===== config.mk =====
export PLATFORM = sky130hd
export DESIGN_NAME = coast_window_gen
export DESIGN_NICKNAME = d
export VERILOG_FILES = /design/src/rtl/coast_win_pkg.sv /design/src/rtl/cw_edge_detect.sv /design/src/rtl/cw_line_tracker.sv /design/src/rtl/cw_coast_ctrl.sv /design/src/rtl/coast_window_gen.sv
export SDC_FILE = /design/constraint.sdc
export NUM_CORES = 1
export LEC_CHECK = 0
export ABC_CLOCK_PERIOD_IN_PS = 5500
export BUFFER_PORTS_ARGS = -buffer_cell sky130_fd_sc_hd__buf_2
export CORE_ASPECT_RATIO = 1.5
export CORE_MARGIN = 8
export CORE_UTILIZATION = 30
export CTS_CLUSTER_DIAMETER = 50
export CTS_CLUSTER_SIZE = 25
export DETAILED_ROUTE_END_ITERATION = 10
export MAX_ROUTING_LAYER = met4
export RECOVER_POWER = 100
export SYNTH_ARGS = -nofsm -noshare
export SYNTH_HDL_FRONTEND = slang
export SYNTH_SLANG_ARGS = --single-unit

===== constraint.sdc =====
create_clock -name clk -period 5.5 [get_ports clk]
set_input_delay 0.275 -clock clk [delete_from_list [all_inputs] [get_ports clk]]
set_output_delay 0.275 -clock clk [all_outputs]
set_load 0.005 [all_outputs]

===== src/rtl/coast_win_pkg.sv =====
`timescale 1ns/1ps
package coast_win_pkg;

  // Early window test: open once count has come within pre lines of len.
  // Kept in 32-bit space so no subtraction can wrap.
  function automatic logic pre_window_open(input logic [31:0] cnt,
                                           input logic [31:0] len,
                                           input logic [31:0] pre);
    return (pre != 32'd0) && ((cnt + pre) >= len);
  endfunction

  // Post counter step: one line consumed per hsync edge, floor at zero.
  function automatic logic [31:0] post_step(input logic [31:0] cur);
    return (cur == 32'd0) ? 32'd0 : cur - 32'd1;
  endfunction

endpackage


===== src/rtl/cw_edge_detect.sv =====
`timescale 1ns/1ps
module cw_edge_detect #(
  parameter int N = 2
) (
  input  logic         clk,
  input  logic         rst_n,
  input  logic [N-1:0] sig_i,
  output logic [N-1:0] rise_o,
  output logic [N-1:0] fall_o
);

  logic [N-1:0] prev_q;

  for (genvar g = 0; g < N; g++) begin : g_bit
    always_ff @(posedge clk or negedge rst_n) begin
      if (!rst_n) prev_q[g] <= 1'b0;
      else        prev_q[g] <= sig_i[g];
    end
    assign rise_o[g] = sig_i[g] & ~prev_q[g];
    assign fall_o[g] = ~sig_i[g] & prev_q[g];
  end

endmodule


===== src/rtl/cw_line_tracker.sv =====
`timescale 1ns/1ps
module cw_line_tracker #(
  parameter int LINE_W = 11
) (
  input  logic              clk,
  input  logic              rst_n,
  input  logic              hs_rise_i,
  input  logic              vs_rise_i,
  output logic [LINE_W-1:0] line_cnt_o,
  output logic [LINE_W-1:0] frame_len_o,
  output logic              frame_valid_o
);

  localparam logic [LINE_W-1:0] CNT_MAX = '1;

  logic [LINE_W-1:0] line_cnt_q;
  logic [LINE_W-1:0] frame_len_q;
  logic              seen_vs_q;
  logic              valid_q;

  always_ff @(posedge clk or negedge rst_n) begin
    if (!rst_n) begin
      line_cnt_q  <= '0;
      frame_len_q <= '0;
      seen_vs_q   <= 1'b0;
      valid_q     <= 1'b0;
    end else if (vs_rise_i) begin
      line_cnt_q <= '0;
      seen_vs_q  <= 1'b1;
      if (seen_vs_q) begin
        frame_len_q <= line_cnt_q;
        valid_q     <= 1'b1;
      end
    end else if (hs_rise_i && (line_cnt_q != CNT_MAX)) begin
      line_cnt_q <= line_cnt_q + 1'b1;
    end
  end

  assign line_cnt_o    = line_cnt_q;
  assign frame_len_o   = frame_len_q;
  assign frame_valid_o = valid_q;

  a_r3_clear_on_vsync: assert property (@(posedge clk) disable iff (!rst_n)
    vs_rise_i |=> (line_cnt_q == '0));

  a_r3_count_hsync: assert property (@(posedge clk) disable iff (!rst_n)
    (hs_rise_i && !vs_rise_i && (line_cnt_q != CNT_MAX))
      |=> (line_cnt_q == $past(line_cnt_q) + 1'b1));

  a_r3_latch_length: assert property (@(posedge clk) disable iff (!rst_n)
    (vs_rise_i && seen_vs_q) |=> (frame_len_q == $past(line_cnt_q)));

  a_r8_valid_needs_vsync: assert property (@(posedge clk) disable iff (!rst_n)
    $rose(valid_q) |-> $past(vs_rise_i));

endmodule


===== src/rtl/cw_coast_ctrl.sv =====
`timescale 1ns/1ps
module cw_coast_ctrl
  import coast_win_pkg::*;
#(
  parameter int LINE_W = 11,
  parameter int SET_W  = 8
) (
  input  logic              clk,
  input  logic              rst_n,
  input  logic              vsync_i,
  input  logic              hs_rise_i,
  input  logic              vs_rise_i,
  input  logic              vs_fall_i,
  input  logic [LINE_W-1:0] line_cnt_i,
  input  logic [LINE_W-1:0] frame_len_i,
  input  logic              frame_valid_i,
  input  logic [SET_W-1:0]  pre_coast_i,
  input  logic [SET_W-1:0]  post_coast_i,
  output logic              pre_hit_o,
  output logic              post_active_o,
  output logic              coast_o
);

  logic [SET_W-1:0] post_cnt_q;
  logic [31:0]      post_next;

  assign post_next = post_step(32'(post_cnt_q));

  always_ff @(posedge clk or negedge rst_n) begin
    if (!rst_n) begin
      post_cnt_q <= '0;
    end else if (vs_rise_i) begin
      post_cnt_q <= '0;
    end else if (vs_fall_i) begin
      post_cnt_q <= post_coast_i;
    end else if (hs_rise_i && !vsync_i) begin
      post_cnt_q <= post_next[SET_W-1:0];
    end
  end

  assign post_active_o = (post_cnt_q != '0);
  assign pre_hit_o     = frame_valid_i &&
                         pre_window_open(32'(line_cnt_i), 32'(frame_len_i),
                                         32'(pre_coast_i));
  assign coast_o       = vsync_i | post_active_o | pre_hit_o;

  a_r2_vsync_covered: assert property (@(posedge clk) disable iff (!rst_n)
    vsync_i |-> coast_o);

  a_r6_load_post: assert property (@(posedge clk) disable iff (!rst_n)
    vs_fall_i |=> (post_cnt_q == $past(post_coast_i)));

  a_r6_hold_between_lines: assert property (@(posedge clk) disable iff (!rst_n)
    (post_active_o && !hs_rise_i && !vs_rise_i && !vs_fall_i) |=> $stable(post_cnt_q));

  a_r6_step_per_line: assert property (@(posedge clk) disable iff (!rst_n)
    (post_active_o && hs_rise_i && !vsync_i && !vs_fall_i && !vs_rise_i)
      |=> (post_cnt_q == $past(post_cnt_q) - 1'b1));

  a_r8_no_pre_unmeasured: assert property (@(posedge clk) disable iff (!rst_n)
    (!frame_valid_i && !vsync_i && !post_active_o) |-> !coast_o);

endmodule


===== src/rtl/coast_window_gen.sv =====
`timescale 1ns/1ps
module coast_window_gen #(
  parameter int LINE_W = 11,
  parameter int SET_W  = 8
) (
  input  logic             clk,
  input  logic             rst_n,
  input  logic             hsync_i,
  input  logic             vsync_i,
  input  logic [SET_W-1:0] pre_coast_i,
  input  logic [SET_W-1:0] post_coast_i,
  output logic             coast_o
);

  localparam int SYNC_N = 2;
  localparam int HS_IDX = 0;
  localparam int VS_IDX = 1;

  logic [SYNC_N-1:0] sync_rise;
  logic [SYNC_N-1:0] sync_fall;
  logic              hs_rise;
  logic              vs_rise;
  logic              vs_fall;
  logic [LINE_W-1:0] line_cnt;
  logic [LINE_W-1:0] frame_len;
  logic              frame_valid;
  logic              pre_hit;
  logic              post_active;

  cw_edge_detect #(.N(SYNC_N)) u_edges (
    .clk    (clk),
    .rst_n  (rst_n),
    .sig_i  ({vsync_i, hsync_i}),
    .rise_o (sync_rise),
    .fall_o (sync_fall)
  );

  assign hs_rise = sync_rise[HS_IDX];
  assign vs_rise = sync_rise[VS_IDX];
  assign vs_fall = sync_fall[VS_IDX];

  cw_line_tracker #(.LINE_W(LINE_W)) u_tracker (
    .clk           (clk),
    .rst_n         (rst_n),
    .hs_rise_i     (hs_rise),
    .vs_rise_i     (vs_rise),
    .line_cnt_o    (line_cnt),
    .frame_len_o   (frame_len),
    .frame_valid_o (frame_valid)
  );

  cw_coast_ctrl #(.LINE_W(LINE_W), .SET_W(SET_W)) u_ctrl (
    .clk           (clk),
    .rst_n         (rst_n),
    .vsync_i       (vsync_i),
    .hs_rise_i     (hs_rise),
    .vs_rise_i     (vs_rise),
    .vs_fall_i     (vs_fall),
    .line_cnt_i    (line_cnt),
    .frame_len_i   (frame_len),
    .frame_valid_i (frame_valid),
    .pre_coast_i   (pre_coast_i),
    .post_coast_i  (post_coast_i),
    .pre_hit_o     (pre_hit),
    .post_active_o (post_active),
    .coast_o       (coast_o)
  );

  a_r1_quiet_after_reset: assert property (@(posedge clk) disable iff (!rst_n)
    (!frame_valid && !vsync_i && !post_active) |-> !pre_hit);

endmodule


==> impl_metrics.yaml, run 1 <==
run_status:
  status: "finished, violations left"
  failed_checks: "max-capacitance violations, max-slew violations"
clock_tree:
  cts_setup_buffers: 0
  ctsHoldBuffers: 0
  max-clock-path-buffers: 2
  cts_made_buffers: 5
  cts_resized: 0
  cts.sinks: 34
  clkTransAtPathRegs_ps: 70
  clockRootBuffer: "clkbuf_8"
  cts_htree_levels: 2
  clock_latency_ps: 290
  cts_tree: "built"
placement:
  post-place-ws_ps: 2210
  io_buffers: 20
  dpl.hpwl_um: 3740
  placed_area_um2: 2450
  gp_congestion: 0.789
drt:
  first_pass_iters: 4
  wl_um: 4740
  postRouteAntennaNets: 0
  dr.first_iter.drc_count: 54
  wl_per_cell_um: 13.4
  routed_via_density: 4.96
  num_vias: 1762
  drc: 0
sta:
  slew_violations: 35
  fmax_mhz: 279
  grt_setup_unrepaired: "false"
  skew_ps: 5.90
  fin_tns_setup_ps: 0
  worstMarginPinSlew_ps: 1820
  final.setup.worst_slack_ps: 1920
  finalSetupViolCount: 0
  fin_crit_ps: 3580
  timing.final.hold_violations: 0
  whs_ps: 131
  post-route-period-util: 0.651
  relSlewSlack: -0.211
critical_path:
  reg2reg_setup_slack_ps: 2870
  required_ps: 5220
  path_class: "reg2out"
  worst_setup_path_end_kind: "output port"
  critPathMaxFanout: 5
  cp.arrival_ps: 3310
  startpoint_type: "flop"
power_and_ir_drop:
  p_leak_nw: 1.16
  ir_worst_vdd_mv: 0.187
  p_seq_frac: 0.414
  powerDensity_nw_per_um2: 270
  pwr-share-comb: 0.186
  netSwitchingFraction: 0.263
  p_sw_mw: 0.180
  p_int_mw: 0.507
  p_clk_frac: 0.399
synth:
  syn-cell-area_um2: 2230
  yosys.cell_count.top_type: "dfrtp_1"
  synth-main-ff-cell: "dfrtp_1"
  synth-seq-cells: 34
  synth_nets: 273
  yosysTopAreaCellShare: 0.381
  syn_area_per_cell_um2: 9.70
  syn_inst: 230
  synth.area.top_cells: "dfrtp_1 38%, ha_1 12%, xor2_1 4.7%"
  async_flop_share: 1.00
  ys_types: 43
  yosys_warnings: 0
  synth_top_area_cell: "dfrtp_1"
  ys_seq_area_frac: 0.381
  synthTopCellsByCount: "34 x dfrtp_1, 22 x ha_1, 21 x nor2_1"
  synth-edff-count: 0
global_route:
  grt_max_degree: 35
  antenna_found_initial: 0
  track_usage: 0.103
  grt_pass1_wl_um: 8420
  grt_pass1_vias: 1839
  grt_overflow: 0
layout:
  drive_gt1_frac: 0.145
  multi_input_area_um2: 1270
  finalInstanceArea_um2: 2540
  n_antenna_cell: 0
  area_delta_synth_final_pct: 14.1
  layout.nets: 297
  seq_area_um2: 851
  final_util: 0.352
  nFillCells: 762
floorplanning:
  start_util: 0.309
  io_pins: 21
  dieArea_um2: 10500
  fp.dieH_um: 122
  num_rows: 38
  core-area_um2: 7230
  fp.dieW_um: 86.4
run:
  cap_violations: 1
min_path:
  min_path_type: "in2reg"
cells in the final DEF (no fill, tap or decap), drive strengths merged, types with 4 or more instances in the layout:
master / instances
a211oi: 7
a21oi: 9
a22oi: 6
buf: 16
clkbuf: 10
dfrtp: 34
ha: 22
inv: 16
mux2: 9
nand2: 15
nand3: 7
nor2: 21
o211ai: 5
o21ai: 18
xnor2: 4
xor2: 12
routing by layer:
metal | GRT usage | share of wire | up-vias
met5 | - | 0 | -
met4 | 0.0422 | 0.020 | 0
met3 | 0.0216 | 0.029 | 7
met2 | 0.179 | 0.50 | 30
met1 | 0.110 | 0.45 | 840
li1 | - | - | 885
power groups by stage:
stage / Clock (mW) / Sequential [mW] / Combinational, mW
global placement: 0 / 0.289 / 0.133
floorplan: 0 / 0.285 / 0.0991
global route: 0.294 / 0.287 / 0.151
finish: 0.274 / 0.285 / 0.128
CTS: 0.284 / 0.285 / 0.136
detailed placement: 0 / 0.290 / 0.136
sequential cells by signal (all words and copies together) (netlist names):
signal	cells
u_ctrl.post_cnt_q	8
u_edges.prev_q	2
u_tracker.frame_len_o	11
u_tracker.frame_valid_o	1
u_tracker.line_cnt_o	11
u_tracker.seen_vs_q	1
cell type report:
cell class | count | share of cell area
Multi-Input combinational cell | 176 | 0.500
Sequential cell | 34 | 0.334
Tap cell | 100 | 0.0492
Timing Repair Buffer | 21 | 0.0388
Clock buffer | 5 | 0.0270
Clock inverter | 3 | 0.0270
Inverter | 16 | 0.0236
worst paths after layout:
path,start,end,depth (start not counted)
max,u_tracker.line_cnt_o[0],coast_o,14
min,hsync_i,u_edges.prev_q[0],1
max reg2reg,u_ctrl.post_cnt_q[3],u_ctrl.post_cnt_q[7],5
min reg2reg,u_tracker.seen_vs_q,u_tracker.seen_vs_q,1
max in group asynchronous,rst_n,u_ctrl.post_cnt_q[6],1
min in group asynchronous,rst_n,u_ctrl.post_cnt_q[1],1
worst max-delay path, stage by stage, from the launching register on:
cell,delay [ps]
dfrtp_1,440
ha_1,240
fa_1,430
a211oi_1,220
nor2_1,100
o31ai_1,360
a21oi_1,140
xor2_1,160
ha_1,190
a21o_1,150
a21oi_1,150
nand2_1,70
a21oi_1,140
a22oi_1,90
clkbuf_1,140
kinds of logic after synthesis:
kind of cell               Yosys count  share of synthesized area
AOI/OAI and AO/OA                   60                      0.191
and+or+nand+nor                     67                      0.149
xor gates and xnor gates            16                     0.0628
buffers and inverters               20                     0.0337
DFF                                 34                      0.381
muxes                               10                     0.0499
adders and majority gates           23                      0.132
per-stage QoR:
stage	power [mW]	cells
2_1_floorplan	0.384	230
3_3_place_gp	0.422	347
3_5_place_dp	0.425	347
4_1_cts	0.705	355
5_1_grt	0.733	355
6_report	0.687	355
Note: power is estimated with default switching activity, not from simulation.
==> run 2: changes to the inputs <==
Settings changed: ABC_CLOCK_PERIOD_IN_PS 5500 to 3700.
Clock period 5.5 ns to 3.7 ns, I/O delays scaled along.
==> run 2 against run 1 <==
The flow still finishes with violations (max-capacitance violations, max-slew violations). Power up 32%. Highest routed layer unchanged. Critical path type unchanged. Clock-buffer cell count rose by 1. Combinational power up 51%. Flip-flop and latch count did not move. Sequential power increased by 48%. First-iteration DRC count rose by 87%. Worst setup slack worse by 1600 ps. Critical endpoint unchanged. Global-route usage grew 0.29 points. Worst hold slack got worse by 76 ps. Via count is 0.40% higher.
==> impl_metrics.yaml, run 2 (synthesis results as in run 1) <==
run:
  cap_violations: 1
sta:
  timing.final.hold_violations: 0
  worstMarginPinSlew_ps: 1870
  post-route-period-util: 0.926
  fin_tns_setup_ps: 0
  fin_crit_ps: 3430
  relSlewSlack: -0.248
  final.setup.worst_slack_ps: 272
  slew_violations: 35
  finalSetupViolCount: 0
  fmax_mhz: 292
  skew_ps: 10.8
clock_tree:
  cts.sinks: 34
  cts_setup_buffers: 0
  clock_latency_ps: 290
  cts_htree_levels: 2
  cts_tree: "built"
  max-clock-path-buffers: 2
  cts_made_buffers: 5
  clkTransAtPathRegs_ps: 80
  clockRootBuffer: "clkbuf_8"
placement:
  io_buffers: 20
  post-place-ws_ps: 483
  placed_area_um2: 2450
  dpl.hpwl_um: 3760
  gp_congestion: 0.803
floorplanning:
  start_util: 0.309
  fp.dieH_um: 122
  io_pins: 21
  fp.dieW_um: 86.4
  dieArea_um2: 10500
  num_rows: 38
  core-area_um2: 7230
power_and_ir_drop:
  powerDensity_nw_per_um2: 360
  p_leak_nw: 1.14
  ir_worst_vdd_mv: 0.189
  total_power_mw: 0.906
global_route:
  grt_overflow: 0
  grt_pass1_vias: 1906
  grt_max_degree: 35
  track_usage: 0.106
  grt_pass1_wl_um: 8670
  antenna_found_initial: 0
layout:
  n_antenna_cell: 0
  mostFrequentLayoutCell: "dfrtp_1"
  multi_input_area_um2: 1290
  layout.nets: 297
  nFillCells: 774
  layout_common_cells: "34 x dfrtp_1, 22 x ha_1, 21 x nor2_1, 17 x buf_2, 16 x inv_1"
  area_delta_synth_final_pct: 13.0
  seq_area_um2: 851
  drive_gt1_frac: 0.157
  final_util: 0.349
  finalInstanceArea_um2: 2520
critical_path:
  required_ps: 3510
  path_class: "reg2out"
  reg2regPathDepth: 5
  cp.arrival_ps: 3240
  critPathMaxFanout: 5
  startpoint_type: "flop"
  worst_setup_path_end_kind: "output port"
run_status:
  status: "finished, violations left"
  failed_checks: "max-capacitance violations, max-slew violations"
drt:
  num_vias: 1769
  routed_via_density: 4.98
  dr.first_iter.drc_count: 101
  first_pass_iters: 4
  drc: 0
  wl_per_cell_um: 13.8
  postRouteAntennaNets: 0
  wl_um: 4910
min_path:
  hold_depth: 1
  min_path_type: "in2reg"
[run 2: cell count changes in the layout (fill, tap and decap cells not counted), sizes merged]
cell / before / now
clkinvlp: 0 / 1
buf: 16 / 17
bufinv: 2 / 0
[run 2: path summary, 6_finish.rpt]
kind                                    startpoint                  endpoint  slack, ps
setup / recovery           u_tracker.line_cnt_o[0]                   coast_o        270
hold / removal                             hsync_i         u_edges.prev_q[0]         50
setup reg to reg              u_ctrl.post_cnt_q[3]      u_ctrl.post_cnt_q[7]       1050
hold reg to reg            u_tracker.frame_valid_o   u_tracker.frame_valid_o        460
max in group asynchronous                    rst_n  u_tracker.frame_len_o[2]       2210
min in group asynchronous                    rst_n      u_ctrl.post_cnt_q[5]        400
[run 2: routing by layer]
layer / GRT usage / wire [µm] / part of all wire / vias up
li1: - / - / - / 887
met1: 0.115 / 2200 / 0.45 / 850
met2: 0.177 / 2430 / 0.50 / 26
met3: 0.0276 / 182 / 0.037 / 6
met4: 0.0422 / 87 / 0.018 / 0
met5: - / 0 / 0 / -
[run 2: where the power goes]
part	switching, mW	internal, mW
Clock	0.141	0.150
Combinational	0.105	0.0880
Sequential	0.0268	0.396
[run 2: area by class of cell]
type	count	share of cell area
multi-input combinational	176	0.511
sequential	34	0.338
tap	100	0.0497
timing repair buffer	21	0.0397
clock buffer	6	0.0328
inverter	16	0.0238
clock inverter	2	0.00497
[run 2: repair_timing]
action                     in CTS  in global routing
resized for setup               0                  3
hold buffers                    0                  0
setup endpoints to repair       0                  1
[run 2: critical path, stage by stage, from the launching register on]
cell      delay (ps)
dfrtp_1          430
ha_1             240
fa_1             430
a211oi_1         230
nor2_1           110
o31ai_2          290
a21oi_1          130
xor2_1           160
ha_1             190
a21o_1           150
a21oi_1          140
nand2_1           60
a21oi_1          140
a22oi_1          100
buf_2            160
[run 2: stage by stage]
stage	hold WS (ps)	std cells
2_1_floorplan	-111	230
3_3_place_gp	324	347
3_5_place_dp	327	347
4_1_cts	3.31	355
5_1_grt	52.0	355
6_report	55.0	355
==> run 3: changes to the inputs <==
Settings changed: CORE_ASPECT_RATIO 1.5 to unset, CTS_CLUSTER_SIZE 25 to unset, SKIP_CTS_REPAIR_TIMING set to 1.
==> run 3 against run 2 <==
The run still ends with max-capacitance violations, max-slew violations left. Clock skew is 5.8 ps lower. Combinational power hardly changed. Via count fell by 2.0%. Global-route usage decreased by 0.19 points. Fmax rose by 1.0%. Worst setup slack improved by 35 ps. Register-to-register slack is essentially flat. Sequential share of layout area is 0.12 points higher. Clock power decreased by 2%. Power fell by 0.63%. Worst hold slack improved by 4.7 ps. Largest cell class unchanged. Largest power group unchanged.
==> impl_metrics.yaml, run 3 (synthesis results as in run 1) <==
critical_path:
  worst_setup_path_end_kind: "output port"
  path_class: "reg2out"
  critPathMaxFanout: 6
  startpoint_type: "flop"
  cp.arrival_ps: 3210
  required_ps: 3510
floorplanning:
  start_util: 0.309
  dieArea_um2: 10500
  fp.dieH_um: 102
  core-area_um2: 7210
  num_rows: 31
  fp.dieW_um: 102
  io_pins: 21
drt:
  postRouteAntennaNets: 0
  num_vias: 1734
  wl_um: 4750
  drc: 0
  routed_via_density: 4.90
  wl_per_cell_um: 13.4
  first_pass_iters: 4
  dr.first_iter.drc_count: 129
layout:
  drive_gt1_frac: 0.153
  n_antenna_cell: 0
  area_delta_synth_final_pct: 12.6
  layout.nets: 297
  finalInstanceArea_um2: 2510
  layout_common_cells: "34 x dfrtp_1, 22 x ha_1, 21 x nor2_1"
  mostFrequentLayoutCell: "dfrtp_1"
power_and_ir_drop:
  netSwitchingFraction: 0.296
  powerDensity_nw_per_um2: 359
  p_clk_frac: 0.315
  pwr-share-comb: 0.215
  p_sw_mw: 0.267
  p_leak_nw: 1.13
  p_int_mw: 0.634
  ir_worst_vdd_mv: 0.168
  p_seq_frac: 0.470
sta:
  timing.final.hold_violations: 0
  fmax_mhz: 295
  skew_ps: 5.01
  worstMarginPinSlew_ps: 1830
  fin_crit_ps: 3390
  relSlewSlack: -0.218
  slew_violations: 35
  post-route-period-util: 0.917
  finalSetupViolCount: 0
  grt_setup_unrepaired: "false"
  fin_tns_setup_ps: 0
  whs_ps: 59.7
  final.setup.worst_slack_ps: 307
placement:
  placed_area_um2: 2450
  gp_congestion: 0.797
  io_buffers: 20
  post-place-ws_ps: 492
  dpl.hpwl_um: 3650
clock_tree:
  cts_tree: "built"
  cts_htree_levels: 2
  clock_latency_ps: 280
  max-clock-path-buffers: 2
  cts_made_buffers: 5
  cts.sinks: 34
  clkTransAtPathRegs_ps: 70
  clockRootBuffer: "clkbuf_8"
global_route:
  grt_overflow: 0
  track_usage: 0.104
  grt_pass1_vias: 1814
  grt_pass1_wl_um: 8430
  grt_max_degree: 35
  antenna_found_initial: 0
min_path:
  min_path_type: "in2reg"
run:
  cap_violations: 1
run_status:
  status: "finished, violations left"
  failed_checks: "max-capacitance violations, max-slew violations"
[run 3: cell count changes in the layout (fill, tap and decap cells not counted), sizes merged]
cell / delta
buf: -1
clkbuf: +1
[run 3: through the flow]
step	std cells	power [mW]	utilization
after floorplan	230	0.571	-
after global placement	346	0.628	0.339
after detailed placement	346	0.632	0.339
after CTS	354	0.923	0.352
after global routing	354	0.962	0.348
final	354	0.900	0.348
[run 3: final timing paths]
| path | to | from | slack (ps) | cells after the start |
|---|---|---|---|---|
| worst max-delay path | coast_o | u_tracker.line_cnt_o[1] | 310 | 13 |
| worst min-delay path | u_edges.prev_q[0] | hsync_i | 60 | 1 |
| worst max register to register | u_ctrl.post_cnt_q[7] | u_ctrl.post_cnt_q[3] | 1040 | 5 |
| worst min register to register | u_tracker.seen_vs_q | u_tracker.seen_vs_q | 480 | 1 |
| max in group asynchronous | u_tracker.line_cnt_o[2] | rst_n | 2260 | 1 |
| min in group asynchronous | u_ctrl.post_cnt_q[5] | rst_n | 380 | 1 |
[run 3: worst max-delay path, cell delays in order, from the launching register on]
cell and delay, ps:
dfrtp_1 450, ha_1 320, a211oi_1 270, o21ai_1 160, o311a_1 330, o21ai_0 190
xnor2_1 150, ha_1 260, a21o_1 190, a21oi_1 160, nand2_1 70, a21oi_1 140
a22oi_1 100, clkbuf_1 150
[run 3: area by class of cell]
class                   instances  area (µm²)
fillers                       764        4700
multi-input cells             176        1280
flip-flops and latches         34         851
well taps                      99         124
repair buffers                 21        98.8
clock buffers                   6        82.6
inverters                      16        60.1
clock inverters                 2        12.5
[run 3: layer usage]
layer / vias up / part of all wire / GRT usage / routed length [µm]
met1: 803 / 0.53 / 0.139 / 2500
met2: 35 / 0.41 / 0.149 / 1950
met5: - / 0 / - / 0
li1: 888 / - / - / -
met4: 0 / 0.014 / 0.0339 / 67
met3: 8 / 0.051 / 0.0245 / 242
[run 3: power groups by stage]
| stage | logic, mW | clock network, mW | registers, mW |
|---|---|---|---|
| 2_1_floorplan | 0.147 | 0 | 0.424 |
| 3_3_place_gp | 0.198 | 0 | 0.430 |
| 3_5_place_dp | 0.201 | 0 | 0.431 |
| 4_1_cts | 0.203 | 0.296 | 0.424 |
| 5_1_grt | 0.225 | 0.309 | 0.428 |
| 6_report | 0.193 | 0.284 | 0.423 |
